==> src/rtl/uart_bank_pkg.sv <==
package uart_bank_pkg;

  typedef enum logic [1:0] {
    MODE_OP    = 2'd0,
    MODE_CFG_A = 2'd1,
    MODE_CFG_B = 2'd2
  } acc_mode_e;

  typedef enum logic [3:0] {
    TGT_CORE = 4'd0,
    TGT_EFR  = 4'd1,
    TGT_XON  = 4'd2,
    TGT_XOFF = 4'd3,
    TGT_TCR  = 4'd4,
    TGT_TLR  = 4'd5,
    TGT_BLR  = 4'd6,
    TGT_ACR  = 4'd7,
    TGT_ZERO = 4'd8
  } tgt_e;

  localparam logic [7:0] OFS_EFR   = 8'h08;
  localparam logic [7:0] OFS_LCR   = 8'h0C;
  localparam logic [7:0] OFS_MCR   = 8'h10;
  localparam logic [7:0] OFS_XON1  = 8'h14;
  localparam logic [7:0] OFS_TCR   = 8'h18;
  localparam logic [7:0] OFS_TLR   = 8'h1C;
  localparam logic [7:0] OFS_BLR   = 8'h38;
  localparam logic [7:0] OFS_ACR   = 8'h3C;

  localparam logic [7:0] LCR_KEY_B = 8'hBF;
  localparam int unsigned NCHAR    = 2;
  localparam int unsigned CHAR_IDX_BIT = 2;
  localparam int unsigned EFR_ENH_BIT  = 4;
  localparam int unsigned MCR_TRIG_BIT = 6;

endpackage

==> src/rtl/uart_bank_mode.sv <==
module uart_bank_mode
  import uart_bank_pkg::*;
(
  input  logic       clk,
  input  logic       rst_n,
  input  logic       lcr_wr,
  input  logic [7:0] lcr_byte,
  output acc_mode_e  mode
);

  acc_mode_e mode_q;
  acc_mode_e mode_d;

  always_comb begin
    if (lcr_byte == LCR_KEY_B)  mode_d = MODE_CFG_B;
    else if (lcr_byte[7])       mode_d = MODE_CFG_A;
    else                        mode_d = MODE_OP;
  end

  always_ff @(posedge clk) begin
    if (!rst_n)      mode_q <= MODE_OP;
    else if (lcr_wr) mode_q <= mode_d;
  end

  assign mode = mode_q;

  AST_MODE_KEY_B: assert property (@(posedge clk) disable iff (!rst_n)
    (lcr_wr && lcr_byte == 8'hBF) |=> (mode == MODE_CFG_B));
  AST_MODE_CLEAR: assert property (@(posedge clk) disable iff (!rst_n)
    (lcr_wr && !lcr_byte[7]) |=> (mode == MODE_OP));
  AST_MODE_HOLD: assert property (@(posedge clk) disable iff (!rst_n)
    !lcr_wr |=> $stable(mode));

endmodule

==> src/rtl/uart_bank_route.sv <==
module uart_bank_route
  import uart_bank_pkg::*;
#(
  parameter int unsigned ADDR_W = 8
) (
  input  logic [ADDR_W-1:0] addr,
  input  acc_mode_e         mode,
  input  logic              efr_enh,
  input  logic              mcr_trig,
  output tgt_e              tgt,
  output logic              idx
);

  localparam logic [ADDR_W-1:0] A_EFR  = ADDR_W'(OFS_EFR);
  localparam logic [ADDR_W-1:0] A_XON0 = ADDR_W'(OFS_MCR);
  localparam logic [ADDR_W-1:0] A_XON1 = ADDR_W'(OFS_XON1);
  localparam logic [ADDR_W-1:0] A_TCR  = ADDR_W'(OFS_TCR);
  localparam logic [ADDR_W-1:0] A_TLR  = ADDR_W'(OFS_TLR);
  localparam logic [ADDR_W-1:0] A_BLR  = ADDR_W'(OFS_BLR);
  localparam logic [ADDR_W-1:0] A_ACR  = ADDR_W'(OFS_ACR);

  logic bank_b;
  logic trig_on;
  logic oper;

  assign bank_b  = (mode == MODE_CFG_B);
  assign oper    = (mode == MODE_OP);
  assign trig_on = efr_enh & mcr_trig;
  assign idx     = addr[CHAR_IDX_BIT];

  always_comb begin
    tgt = TGT_CORE;
    unique case (addr)
      A_EFR:          tgt = bank_b ? TGT_EFR : TGT_CORE;
      A_XON0, A_XON1: tgt = bank_b ? TGT_XON : TGT_CORE;
      A_TCR, A_TLR: begin
        if (trig_on)     tgt = (addr == A_TCR) ? TGT_TCR : TGT_TLR;
        else if (bank_b) tgt = TGT_XOFF;
        else             tgt = TGT_CORE;
      end
      A_BLR:          tgt = oper ? TGT_BLR : TGT_ZERO;
      A_ACR:          tgt = oper ? TGT_ACR : TGT_ZERO;
      default:        tgt = TGT_CORE;
    endcase
  end

endmodule

==> src/rtl/uart_bank_regs.sv <==
module uart_bank_regs
  import uart_bank_pkg::*;
#(
  parameter int unsigned DATA_W = 8
) (
  input  logic              clk,
  input  logic              rst_n,
  input  logic              wr_en,
  input  tgt_e              tgt,
  input  logic              idx,
  input  logic [DATA_W-1:0] wdata,
  input  logic              mcr_snoop,
  output logic [DATA_W-1:0] rd_val,
  output logic              efr_enh,
  output logic              mcr_trig
);

  localparam logic [DATA_W-1:0] BLR_RST  = DATA_W'(8'h40);
  localparam logic [DATA_W-1:0] BLR_MASK = DATA_W'(8'hC0);
  localparam logic [DATA_W-1:0] TCR_RST  = DATA_W'(8'h0F);
  localparam logic [DATA_W-1:0] BYTE_MASK = DATA_W'(8'hFF);

  logic [DATA_W-1:0] efr_q, mcr_q, tcr_q, tlr_q, blr_q, acr_q;
  logic [DATA_W-1:0] xon_q  [NCHAR];
  logic [DATA_W-1:0] xoff_q [NCHAR];

  always_ff @(posedge clk) begin
    if (!rst_n) begin
      efr_q <= '0;
      tcr_q <= TCR_RST;
      tlr_q <= '0;
      blr_q <= BLR_RST;
      acr_q <= '0;
    end else if (wr_en) begin
      case (tgt)
        TGT_EFR: efr_q <= wdata;
        TGT_TCR: tcr_q <= wdata & BYTE_MASK;
        TGT_TLR: tlr_q <= wdata & BYTE_MASK;
        TGT_BLR: blr_q <= wdata & BLR_MASK;
        TGT_ACR: acr_q <= wdata & BYTE_MASK;
        default: ;
      endcase
    end
  end

  always_ff @(posedge clk) begin
    if (!rst_n)         mcr_q <= '0;
    else if (mcr_snoop) mcr_q <= wdata;
  end

  for (genvar gi = 0; gi < NCHAR; gi++) begin : g_char
    always_ff @(posedge clk) begin
      if (!rst_n) begin
        xon_q[gi]  <= '0;
        xoff_q[gi] <= '0;
      end else if (wr_en && (idx == 1'(gi))) begin
        if (tgt == TGT_XON)  xon_q[gi]  <= wdata;
        if (tgt == TGT_XOFF) xoff_q[gi] <= wdata;
      end
    end
  end

  always_comb begin
    case (tgt)
      TGT_EFR:  rd_val = efr_q;
      TGT_XON:  rd_val = xon_q[idx];
      TGT_XOFF: rd_val = xoff_q[idx];
      TGT_TCR:  rd_val = tcr_q;
      TGT_TLR:  rd_val = tlr_q;
      TGT_BLR:  rd_val = blr_q;
      TGT_ACR:  rd_val = acr_q;
      default:  rd_val = '0;
    endcase
  end

  assign efr_enh  = efr_q[EFR_ENH_BIT];
  assign mcr_trig = mcr_q[MCR_TRIG_BIT];

  AST_BLR_LOCKED: assert property (@(posedge clk) disable iff (!rst_n)
    (wr_en && tgt == TGT_ZERO) |=> ($stable(blr_q) && $stable(acr_q)));
  AST_BLR_LOW_CLEAR: assert property (@(posedge clk) disable iff (!rst_n)
    (blr_q & ~BLR_MASK) == '0);
  AST_MCR_UNTOUCHED: assert property (@(posedge clk) disable iff (!rst_n)
    !mcr_snoop |=> $stable(mcr_q));

endmodule

==> src/rtl/uart_bank_decoder.sv <==
module uart_bank_decoder
  import uart_bank_pkg::*;
#(
  parameter int unsigned ADDR_W = 8,
  parameter int unsigned DATA_W = 8
) (
  input  logic              clk,
  input  logic              rst_n,
  input  logic [ADDR_W-1:0] bus_addr,
  input  logic [DATA_W-1:0] bus_wdata,
  input  logic              bus_we,
  input  logic              bus_re,
  output logic [DATA_W-1:0] bus_rdata,
  output logic              core_sel,
  output logic [ADDR_W-1:0] core_addr,
  output logic [DATA_W-1:0] core_wdata,
  output logic              core_we,
  output logic              core_re,
  input  logic [DATA_W-1:0] core_rdata
);

  localparam logic [ADDR_W-1:0] A_LCR = ADDR_W'(OFS_LCR);
  localparam logic [ADDR_W-1:0] A_MCR = ADDR_W'(OFS_MCR);
  localparam logic [ADDR_W-1:0] A_EFR = ADDR_W'(OFS_EFR);
  localparam logic [ADDR_W-1:0] A_TCR = ADDR_W'(OFS_TCR);
  localparam logic [ADDR_W-1:0] A_TLR = ADDR_W'(OFS_TLR);
  localparam logic [ADDR_W-1:0] A_BLR = ADDR_W'(OFS_BLR);

  acc_mode_e         mode;
  tgt_e              tgt;
  logic              idx;
  logic              efr_enh, mcr_trig;
  logic              is_core, lcr_wr, mcr_snoop;
  logic [DATA_W-1:0] local_rd;
  logic [DATA_W-1:0] rdata_q;

  assign lcr_wr    = bus_we && (bus_addr == A_LCR);
  assign mcr_snoop = bus_we && (bus_addr == A_MCR) && (mode != MODE_CFG_B);

  uart_bank_mode u_mode (
    .clk      (clk),
    .rst_n    (rst_n),
    .lcr_wr   (lcr_wr),
    .lcr_byte (bus_wdata[7:0]),
    .mode     (mode)
  );

  uart_bank_route #(.ADDR_W(ADDR_W)) u_route (
    .addr     (bus_addr),
    .mode     (mode),
    .efr_enh  (efr_enh),
    .mcr_trig (mcr_trig),
    .tgt      (tgt),
    .idx      (idx)
  );

  uart_bank_regs #(.DATA_W(DATA_W)) u_regs (
    .clk       (clk),
    .rst_n     (rst_n),
    .wr_en     (bus_we),
    .tgt       (tgt),
    .idx       (idx),
    .wdata     (bus_wdata),
    .mcr_snoop (mcr_snoop),
    .rd_val    (local_rd),
    .efr_enh   (efr_enh),
    .mcr_trig  (mcr_trig)
  );

  assign is_core    = (tgt == TGT_CORE);
  assign core_sel   = (bus_we || bus_re) && is_core;
  assign core_we    = bus_we && is_core;
  assign core_re    = bus_re && is_core;
  assign core_addr  = bus_addr;
  assign core_wdata = bus_wdata;

  always_ff @(posedge clk) begin
    if (!rst_n)      rdata_q <= '0;
    else if (bus_re) rdata_q <= is_core ? core_rdata : local_rd;
  end

  assign bus_rdata = rdata_q;

  AST_LCR_FORWARD: assert property (@(posedge clk) disable iff (!rst_n)
    (bus_we && bus_addr == A_LCR) |-> core_we);
  AST_EFR_LOCAL: assert property (@(posedge clk) disable iff (!rst_n)
    (mode == MODE_CFG_B && (bus_we || bus_re) && bus_addr == A_EFR) |-> !core_sel);
  AST_TRIG_OVERRIDE: assert property (@(posedge clk) disable iff (!rst_n)
    (efr_enh && mcr_trig && (bus_addr == A_TCR || bus_addr == A_TLR)) |-> !core_sel);
  AST_CFG_BLR_ZERO: assert property (@(posedge clk) disable iff (!rst_n)
    (bus_re && bus_addr == A_BLR && mode != MODE_OP) |=> (bus_rdata == '0));
  AST_FWD_READ_DATA: assert property (@(posedge clk) disable iff (!rst_n)
    (bus_re && core_sel) |=> (bus_rdata == $past(core_rdata)));
  AST_RDATA_HOLD: assert property (@(posedge clk) disable iff (!rst_n)
    !bus_re |=> $stable(bus_rdata));

endmodule

==> config.mk <==
export PLATFORM = sky130hd
export DESIGN_NAME = uart_bank_decoder
export DESIGN_NICKNAME = d
export VERILOG_FILES = /design/src/rtl/uart_bank_pkg.sv /design/src/rtl/uart_bank_mode.sv /design/src/rtl/uart_bank_route.sv /design/src/rtl/uart_bank_regs.sv /design/src/rtl/uart_bank_decoder.sv
export SDC_FILE = /design/constraint.sdc
export NUM_CORES = 1
export LEC_CHECK = 0
export ABC_AREA = 0
export BUFFER_PORTS_ARGS = -buffer_cell sky130_fd_sc_hd__buf_2
export CORE_UTILIZATION = 30
export DETAILED_ROUTE_END_ITERATION = 10
export PLACE_DENSITY_LB_ADDON = 0.2
export SYNTH_ARGS = -nofsm -noshare
export SYNTH_HDL_FRONTEND = slang
export SYNTH_SLANG_ARGS = --single-unit
==> constraint.sdc <==
create_clock -name clk -period 5 [get_ports clk]
set_clock_uncertainty 0.1 [all_clocks]
set_input_delay 1 -clock clk [delete_from_list [all_inputs] [get_ports clk]]
set_output_delay 1 -clock clk [all_outputs]
set_load 0.005 [all_outputs]
**Word-level counts from Yosys, hierarchy flattened**

Memory sizes are Yosys's and may differ from the RTL's.
Index checks and enable logic that the tools add are counted.

- Output and inout port bits: 27
- Input bits: 28
- Register bits: 51
- Word-level logic and storage cells: 83
- Memories: 2
- RAM bits: 32

- Equal/unequal tests: 18
- Mux-type cells: 31
- Bitwise operators: 6
- Reductions and logical operators: 18

Memory list:

| memory | words | bits a word | read ports | clocked after memory_dff | write ports | line | RTL |
|---|---|---|---|---|---|---|---|
| u_regs.xoff_q | 2 | 8 | 1 | 0 | 2 | uart_bank_regs.sv:25 | `logic [DATA_W-1:0] xoff_q [NCHAR];` |
| u_regs.xon_q | 2 | 8 | 1 | 0 | 2 | uart_bank_regs.sv:24 | `logic [DATA_W-1:0] xon_q [NCHAR];` |

Operator list:

| cell | count |
|---|---|
| $pmux 8 s7 | 1 |
| $mux 8 | 5 |
| $eq 8x5->1 const B | 4 |
| $pmux 4 s5 | 1 |
| $mux 1 | 18 |
| $eq 4x3->1 const B | 4 |
| $eq 8x4->1 const B | 2 |
| $eq 8x6->1 const B | 2 |
| $mux 4 | 3 |
| $reduce_and 2->1 | 5 |
| $eq 4x2->1 const B | 2 |
| $eq 8x8->1 const B | 1 |
| $logic_and 1x1->1 | 8 |
| $mux 2 | 3 |
| $eq 4x1->1 const B | 1 |
| $logic_not 4->1 | 1 |
| $or 1x1->1 | 4 |
| $reduce_or 2->1 | 2 |
| $eq 2x2->1 const B | 1 |
| $logic_not 2->1 | 1 |
| $ne 2x2->1 const B | 1 |
| $and 1x1->1 | 1 |
| $logic_or 1x1->1 | 1 |
| $not 1->1 | 1 |

**Logic depth before layout (Yosys ltp)**

Gate-level depths: netlist of the first run.

- Depth after elaboration: 10
- Depth in mapped cells: 7
- Depth with buffers taken out: 5

**Modules after synthesis**

Synthesis of the first run repeated with hierarchy kept, for this count alone.

- Cell total of the unflattened synthesis: 415
- Area, all modules: 3993.8 um2

Modules (own cells, without submodules):

| module | seq. area each (um2) | times used | area each (um2) | cells an instance |
|---|---|---|---|---|
| uart_bank_regs | 1661.6 | 1 | 3203.1 | 311 |
| uart_bank_decoder | 160.2 | 1 | 543.0 | 73 |
| uart_bank_route | 0.0 | 1 | 153.9 | 21 |
| uart_bank_mode | 40.0 | 1 | 93.8 | 10 |

**Worst setup path before layout of the first run**

No wires, ideal clock.

- Path kind: input -> output
- Start: input bus_addr[1]
- End: output core_sel
- Required time: 3900 ps
- Data arrival time: 2135 ps
- Cell stages on the path: 6
- Path buffers: 1
- Path slack: 1765 ps
- Path through: nor4_4 > nand2_2 > o311a_4 > buf_6 > o31ai_1 > a21oi_1

- Longest elaborated chain between the ends: 6
- Elaborated cells between the ends (all ways): 14
- Those cells by class: eq/ne: 7; mux: 3; reduce/logical: 4

Ends and longest elaborated chain:

| what | line | RTL |
|---|---|---|
| start, declared | uart_bank_decoder.sv:9 | `input logic [ADDR_W-1:0] bus_addr,` |
| $eq 8x5->1 | uart_bank_route.sv:33, uart_bank_route.sv:37 |  |
| $mux 1 | uart_bank_route.sv:37 | `if (trig_on) tgt = (addr == A_TCR) ? TGT_TCR : TGT_TLR;` |
| $mux 4 | uart_bank_route.sv:37 |  |
| $pmux 4 s5 * | uart_bank_route.sv:33 | `unique case (addr)` |
| $logic_not 4->1 * | uart_bank_decoder.sv:70 | `assign is_core = (tgt == TGT_CORE);` |
| $logic_and 1x1->1 * | uart_bank_decoder.sv:71 | `assign core_sel = (bus_we \|\| bus_re) && is_core;` |
| end, declared | uart_bank_decoder.sv:14 | `output logic core_sel,` |

Mark *: on every way between the ends. The rest lies on a longest branch, timed or not.

**Worst setup path after layout of the first run**

Same ends and word-level chain as after synthesis.

==> results of run 1 <==
layer usage:
metal  vias to the layer above  wire, µm  GRT usage, %
met5                         -         0             0
met4                         0       172          5.85
met3                        12       547          3.09
met2                       102      4480          23.2
met1                      1387      5690          24.4
li1                       1464         -             -
per-stage QoR:
stage / instance area (µm²) / total power, mW / worst slack, ns / instances
finish: 4640 / 1.51 / 1.08 / 605
global route: 4640 / 1.55 / 0.944 / 605
CTS: 4640 / 1.52 / 1.09 / 605
detailed placement: 4310 / 0.783 / 1.10 / 589
global placement: 4310 / 0.783 / 1.12 / 589
floorplan: 4060 / 0.743 / 1.76 / 395
kinds of logic after synthesis:
kind of cell / count (synthesis) / share of synthesized area (%)
flip-flops: 77 / 45.9
multiplexers: 46 / 11.6
AND/OR/NAND/NOR: 152 / 22.4
buffers and inverters: 48 / 7.06
AO/OA/AOI/OAI: 72 / 13.1
state kept, by name, summed over array words and instances, names as in the netlist, 2 cells and up:
register,flops
u_regs.xon_q,16
u_regs.xoff_q,16
u_regs.acr_q,8
u_regs.tcr_q,8
u_mode.mode,2
u_regs.blr_q,2
u_regs.tlr_q,8
bus_rdata,8
u_regs.efr_q,8
layout make-up:
class / instances / share of cell area, %
multi-input cells: 270 / 41.1
flip-flops and latches: 77 / 40.1
repair buffers: 55 / 5.98
clock buffers: 10 / 4.93
well taps: 176 / 4.74
clock inverters: 6 / 2.21
inverters: 11 / 0.889
worst paths after layout:
path	endpoint	slack, ns	cells after the start
min	u_regs.efr_q[5]$_SDFFE_PN0P_	0.35	2
max	core_sel	1.08	7
max reg2reg	u_regs.xon_q[0][5]$_SDFFCE_PN0P_	2.39	3
min reg2reg	u_regs.efr_q[5]$_SDFFE_PN0P_	0.35	2
cells in the mapped netlist (10+ instances only):
master    count  area share (%)
a21oi_1      13             1.6
nand2_1      28             2.6
nor2_1       18             1.7
nor2b_1      23             3.5
clkbuf_1     10            0.93
mux2i_1      38             9.4
buf_4        18             3.3
edfxtp_1     32              24
dfxtp_1      45              22
nand3_1      15             1.9
and2_1       33             5.1
inv_1        11             1.0
o21ai_0      10             1.2
power groups by stage:
| stage | registers [mW] | logic [mW] | clock network [mW] |
|---|---|---|---|
| final | 0.671 | 0.0984 | 0.739 |
| after global routing | 0.672 | 0.108 | 0.773 |
| after floorplan | 0.683 | 0.0607 | 0 |
| after detailed placement | 0.684 | 0.0992 | 0 |
| after CTS | 0.671 | 0.0999 | 0.751 |
| after global placement | 0.684 | 0.0990 | 0 |
worst max-delay path, cell delays in order:
cell and delay (ns):
buf_2 0.12, nor4_4 0.65, nand2_2 0.23, o311a_4 0.45, o31ai_1 0.14, a21oi_1 0.08
buf_2 0.14
==> impl_metrics.env, run 1 <==
export IMPL_whs_ns=0.351
export IMPL_hold_violations=0
export IMPL_postCtsSetupRepairBufs=0
export IMPL_htree_levels=3
export IMPL_die_x_um=118
export IMPL_via_count=2965
export IMPL_antenna_found_initial=0
export IMPL_start_kind="input port"
export IMPL_tritoncts="done"
export IMPL_fillers=1392
export IMPL_grt_max_degree=48
export IMPL_postCtsHoldBufs=0
export IMPL_ant_nets=0
export IMPL_synth_enable_flop_cells=32
export IMPL_worstHoldStart="u_regs.efr_q[5]$_SDFFE_PN0P_"
export IMPL_multiInputGateArea_um2=1910
export IMPL_fp_coreArea_um2=13200
export IMPL_rsz0062_at_grt="false"
export IMPL_fin_setup_tns_ns=0
export IMPL_p_leak_nw=1.83
export IMPL_maxSlewHeadroom_pct=24.7
export IMPL_track_usage_pct=16.4
export IMPL_seqPwrFrac_pct=44.5
export IMPL_gp_congestion=0.856
export IMPL_path_max_fanout=17
export IMPL_setup_viol=0
export IMPL_p_sw_uw=321
export IMPL_grt_pass1_vias=2908
export IMPL_required_ns=3.90
export IMPL_clk_pin_slew_ns=0.06
export IMPL_routed_via_density=4.90
export IMPL_ff_latch_area_um2=1860
export IMPL_ys_flop_type="dfxtp_1"
export IMPL_synth_fp_nets=423
export IMPL_r2r_start="u_mode.mode[1]$_SDFFE_PN0P_"
export IMPL_fin_nets=452
export IMPL_startpoint="bus_addr[1]"
export IMPL_cts_sinks=77
export IMPL_clockBufferDepth=2
export IMPL_worst_slew_pin_slew_ns=1.12
export IMPL_cp_end_kind="output port"
export IMPL_initial_utilization_pct=30.6
export IMPL_grt_pass1_wl_mm=17.1
export IMPL_hold_path_class="flop to flop"
export IMPL_cts_resized_gates=0
export IMPL_clock_fmax_mhz=255
export IMPL_chipHeight_um=118
export IMPL_combPwrFrac_pct=6.5
export IMPL_post_route_period_util_pct=78.5
export IMPL_layout_commonest_cell="buf_2"
export IMPL_hpwl_mm=7.63
export IMPL_p_per_area_nw_per_um2=325
export IMPL_die_area_um2=14000
export IMPL_synthToLayoutAreaGrowth_pct=14.4
export IMPL_ys_ff_latch=77
export IMPL_avgSynthCellArea_um2=10.3
export IMPL_syn_area_um2=4060
export IMPL_path_class="input port to output port"
export IMPL_clkPwrFrac_pct=49.0
export IMPL_wirelength_mm=10.9
export IMPL_place_port_buffers=54
export IMPL_yosysUniqueCellTypes=58
export IMPL_ys_async_sr_fraction_pct=0
export IMPL_post_route_util_pct=35.1
export IMPL_drt_iter0_markers=157
export IMPL_status="finished clean"
export IMPL_antenna_cells=0
export IMPL_yosys_warnings=0
export IMPL_layout_drive_gt1_share_pct=23.3
export IMPL_clk_latency_ns=0.34
export IMPL_ys_seq_area_share_pct=45.9
export IMPL_pin_count=55
export IMPL_wire_per_inst_um=18.0
export IMPL_arrival_ns=2.82
export IMPL_drc_errors=0
export IMPL_rows=42
export IMPL_fin_crit_ns=3.92
export IMPL_switching_share_pct=21.3
export IMPL_drv_cap=0
export IMPL_syn_inst=395
export IMPL_grt_remaining_overflow=0
export IMPL_firstDrtPassIters=4
export IMPL_irDropWorstVdd_mv=0.179
export IMPL_cts_made_buffers=9
export IMPL_layout_common_cells="54 x buf_2, 45 x dfxtp_1, 38 x mux2i_1"
export IMPL_p_int_mw=1.19
export IMPL_cts_root_buf="clkbuf_16"
export IMPL_slew_violations=0
(Power assumes the default switching activity.)
==> run 2, diff against run 1 <==
==> constraint.sdc (replaced) <==
create_clock -name clk -period 3.8 [get_ports clk]
set_clock_uncertainty 0.1 [all_clocks]
set_input_delay 0.76 -clock clk [delete_from_list [all_inputs] [get_ports clk]]
set_output_delay 0.76 -clock clk [all_outputs]
set_load 0.005 [all_outputs]
==> impl_metrics.env, run 2 (synthesis results as in run 1) <==
export IMPL_path_cells="buf_2 > nor4_4 > nand2_2 > o311a_4 > o31ai_1 > a21oi_1 > buf_2"
export IMPL_drt_iter0_markers=229
export IMPL_power_mw=1.87
export IMPL_hold_violations=0
export IMPL_gp_congestion=0.835
export IMPL_antenna_found_initial=0
export IMPL_crit_buf_inv=2
export IMPL_cp_slowest_cell="nor4_4"
export IMPL_max_stage_delay_ns=0.51
export IMPL_start_kind="input port"
export IMPL_post_place_ws_ns=0.538
export IMPL_track_usage_pct=16.9
export IMPL_via_count=3040
export IMPL_largest_registers="u_regs.xoff_q (16), u_regs.xon_q (16)"
export IMPL_clock_fmax_mhz=307
export IMPL_worst_slew_pin_slew_ns=0.685
export IMPL_wire_per_inst_um=18.0
export IMPL_setup_viol=0
export IMPL_firstDrtPassIters=4
export IMPL_die_x_um=118
export IMPL_irDropWorstVdd_mv=0.188
export IMPL_fillers=1373
export IMPL_grt_remaining_overflow=0
export IMPL_fin_crit_ns=3.26
export IMPL_grt_pass1_vias=3044
export IMPL_tritoncts="done"
export IMPL_maxSlewHeadroom_pct=54.1
export IMPL_drv_cap=0
export IMPL_cp_end_kind="output port"
export IMPL_die_area_um2=14000
export IMPL_fin_ws_ns=0.539
export IMPL_critical_path_top_delay_family="simple AND/OR/NAND/NOR gates"
export IMPL_place_port_buffers=54
export IMPL_initial_utilization_pct=30.6
export IMPL_postCtsHoldBufs=0
export IMPL_arrival_ns=2.40
export IMPL_drc_errors=0
export IMPL_fp_coreArea_um2=13200
export IMPL_cts_sinks=77
export IMPL_wirelength_mm=11.0
export IMPL_cts_made_buffers=9
export IMPL_p_per_area_nw_per_um2=400
export IMPL_fin_nets=460
export IMPL_hpwl_mm=7.81
export IMPL_postCtsSetupRepairBufs=0
export IMPL_clk_latency_ns=0.33
export IMPL_clk_pin_slew_ns=0.05
export IMPL_post_route_period_util_pct=85.8
export IMPL_rows=42
export IMPL_required_ns=2.94
export IMPL_grt_max_degree=29
export IMPL_slew_violations=0
export IMPL_routed_via_density=4.96
export IMPL_layout_common_cells="54 x buf_2, 45 x dfxtp_1, 38 x mux2i_1"
export IMPL_pin_count=55
export IMPL_path_max_fanout=17
export IMPL_cp_common_cell="buf_2"
export IMPL_cts_resized_gates=0
export IMPL_synthToLayoutAreaGrowth_pct=14.9
export IMPL_layout_drive_gt1_share_pct=24.7
export IMPL_ant_nets=0
export IMPL_cts_root_buf="clkbuf_16"
export IMPL_p_leak_nw=1.85
export IMPL_hold_path_class="flop to flop"
export IMPL_fin_setup_tns_ns=0
export IMPL_grt_pass1_wl_mm=17.8
export IMPL_status="finished clean"
export IMPL_rsz0062_at_grt="false"
export IMPL_antenna_cells=0
export IMPL_layout_commonest_cell="buf_2"
export IMPL_path_class="input port to output port"
export IMPL_htree_levels=3
export IMPL_clockBufferDepth=2
export IMPL_whs_ns=0.352
export IMPL_chipHeight_um=118
run 2: cell count changes in the layout (fill, tap and decap cells not counted), sizes merged:
cell / before / now
buf: 55 / 63
clkbuf: 10 / 11
clkinvlp: 0 / 1
bufinv: 3 / 1
run 2: area by class of cell:
cell class | instances | area [µm²] | share of cell area (%)
multi-input cells | 270 | 1910 | 40.9
flip-flops and latches | 77 | 1860 | 39.9
repair buffers | 63 | 338 | 7.24
clock buffers | 11 | 243 | 5.21
well taps | 176 | 220 | 4.72
clock inverters | 5 | 50.0 | 1.07
inverters | 11 | 41.3 | 0.885
run 2: metrics by stage:
stage                     cell area, µm²  util [%]  cells
final                               4660      35.2    613
after global routing                4660      35.2    613
after CTS                           4660      35.2    613
after detailed placement            4370      33.0    597
after floorplan                     4060         -    395
after global placement              4370      33.0    597
run 2: power by group:
part           internal, mW  switching [mW]
clock                 0.521           0.329
sequential            0.875         0.00622
combinational        0.0523          0.0819
run 2: metal layers:
metal | track usage [%] | vias to the layer above | routed length, µm
met5 | 0 | - | 0
met4 | 5.69 | 0 | 207
met3 | 3.23 | 15 | 608
met2 | 25.1 | 99 | 4760
met1 | 24.3 | 1449 | 5480
li1 | - | 1477 | -
run 2: path summary, 6_finish.rpt:
path	cells after the start	endpoint	start	slack, ns
worst min-delay path	2	u_regs.efr_q[1]$_SDFFE_PN0P_	u_regs.efr_q[1]$_SDFFE_PN0P_	0.35
worst max register to register	4	u_regs.xon_q[1][0]$_SDFFCE_PN0P_	u_mode.mode[1]$_SDFFE_PN0P_	1.63
worst max-delay path	7	core_sel	bus_addr[1]	0.54
worst min register to register	2	u_regs.efr_q[1]$_SDFFE_PN0P_	u_regs.efr_q[1]$_SDFFE_PN0P_	0.35
run 2: tightest hold or removal path: cells and delay by family (launching register included):
family             cells  cell delay [ns]
AOI/OAI and AO/OA      1             0.05
and+or+nand+nor        1             0.05
DFF                    1             0.31
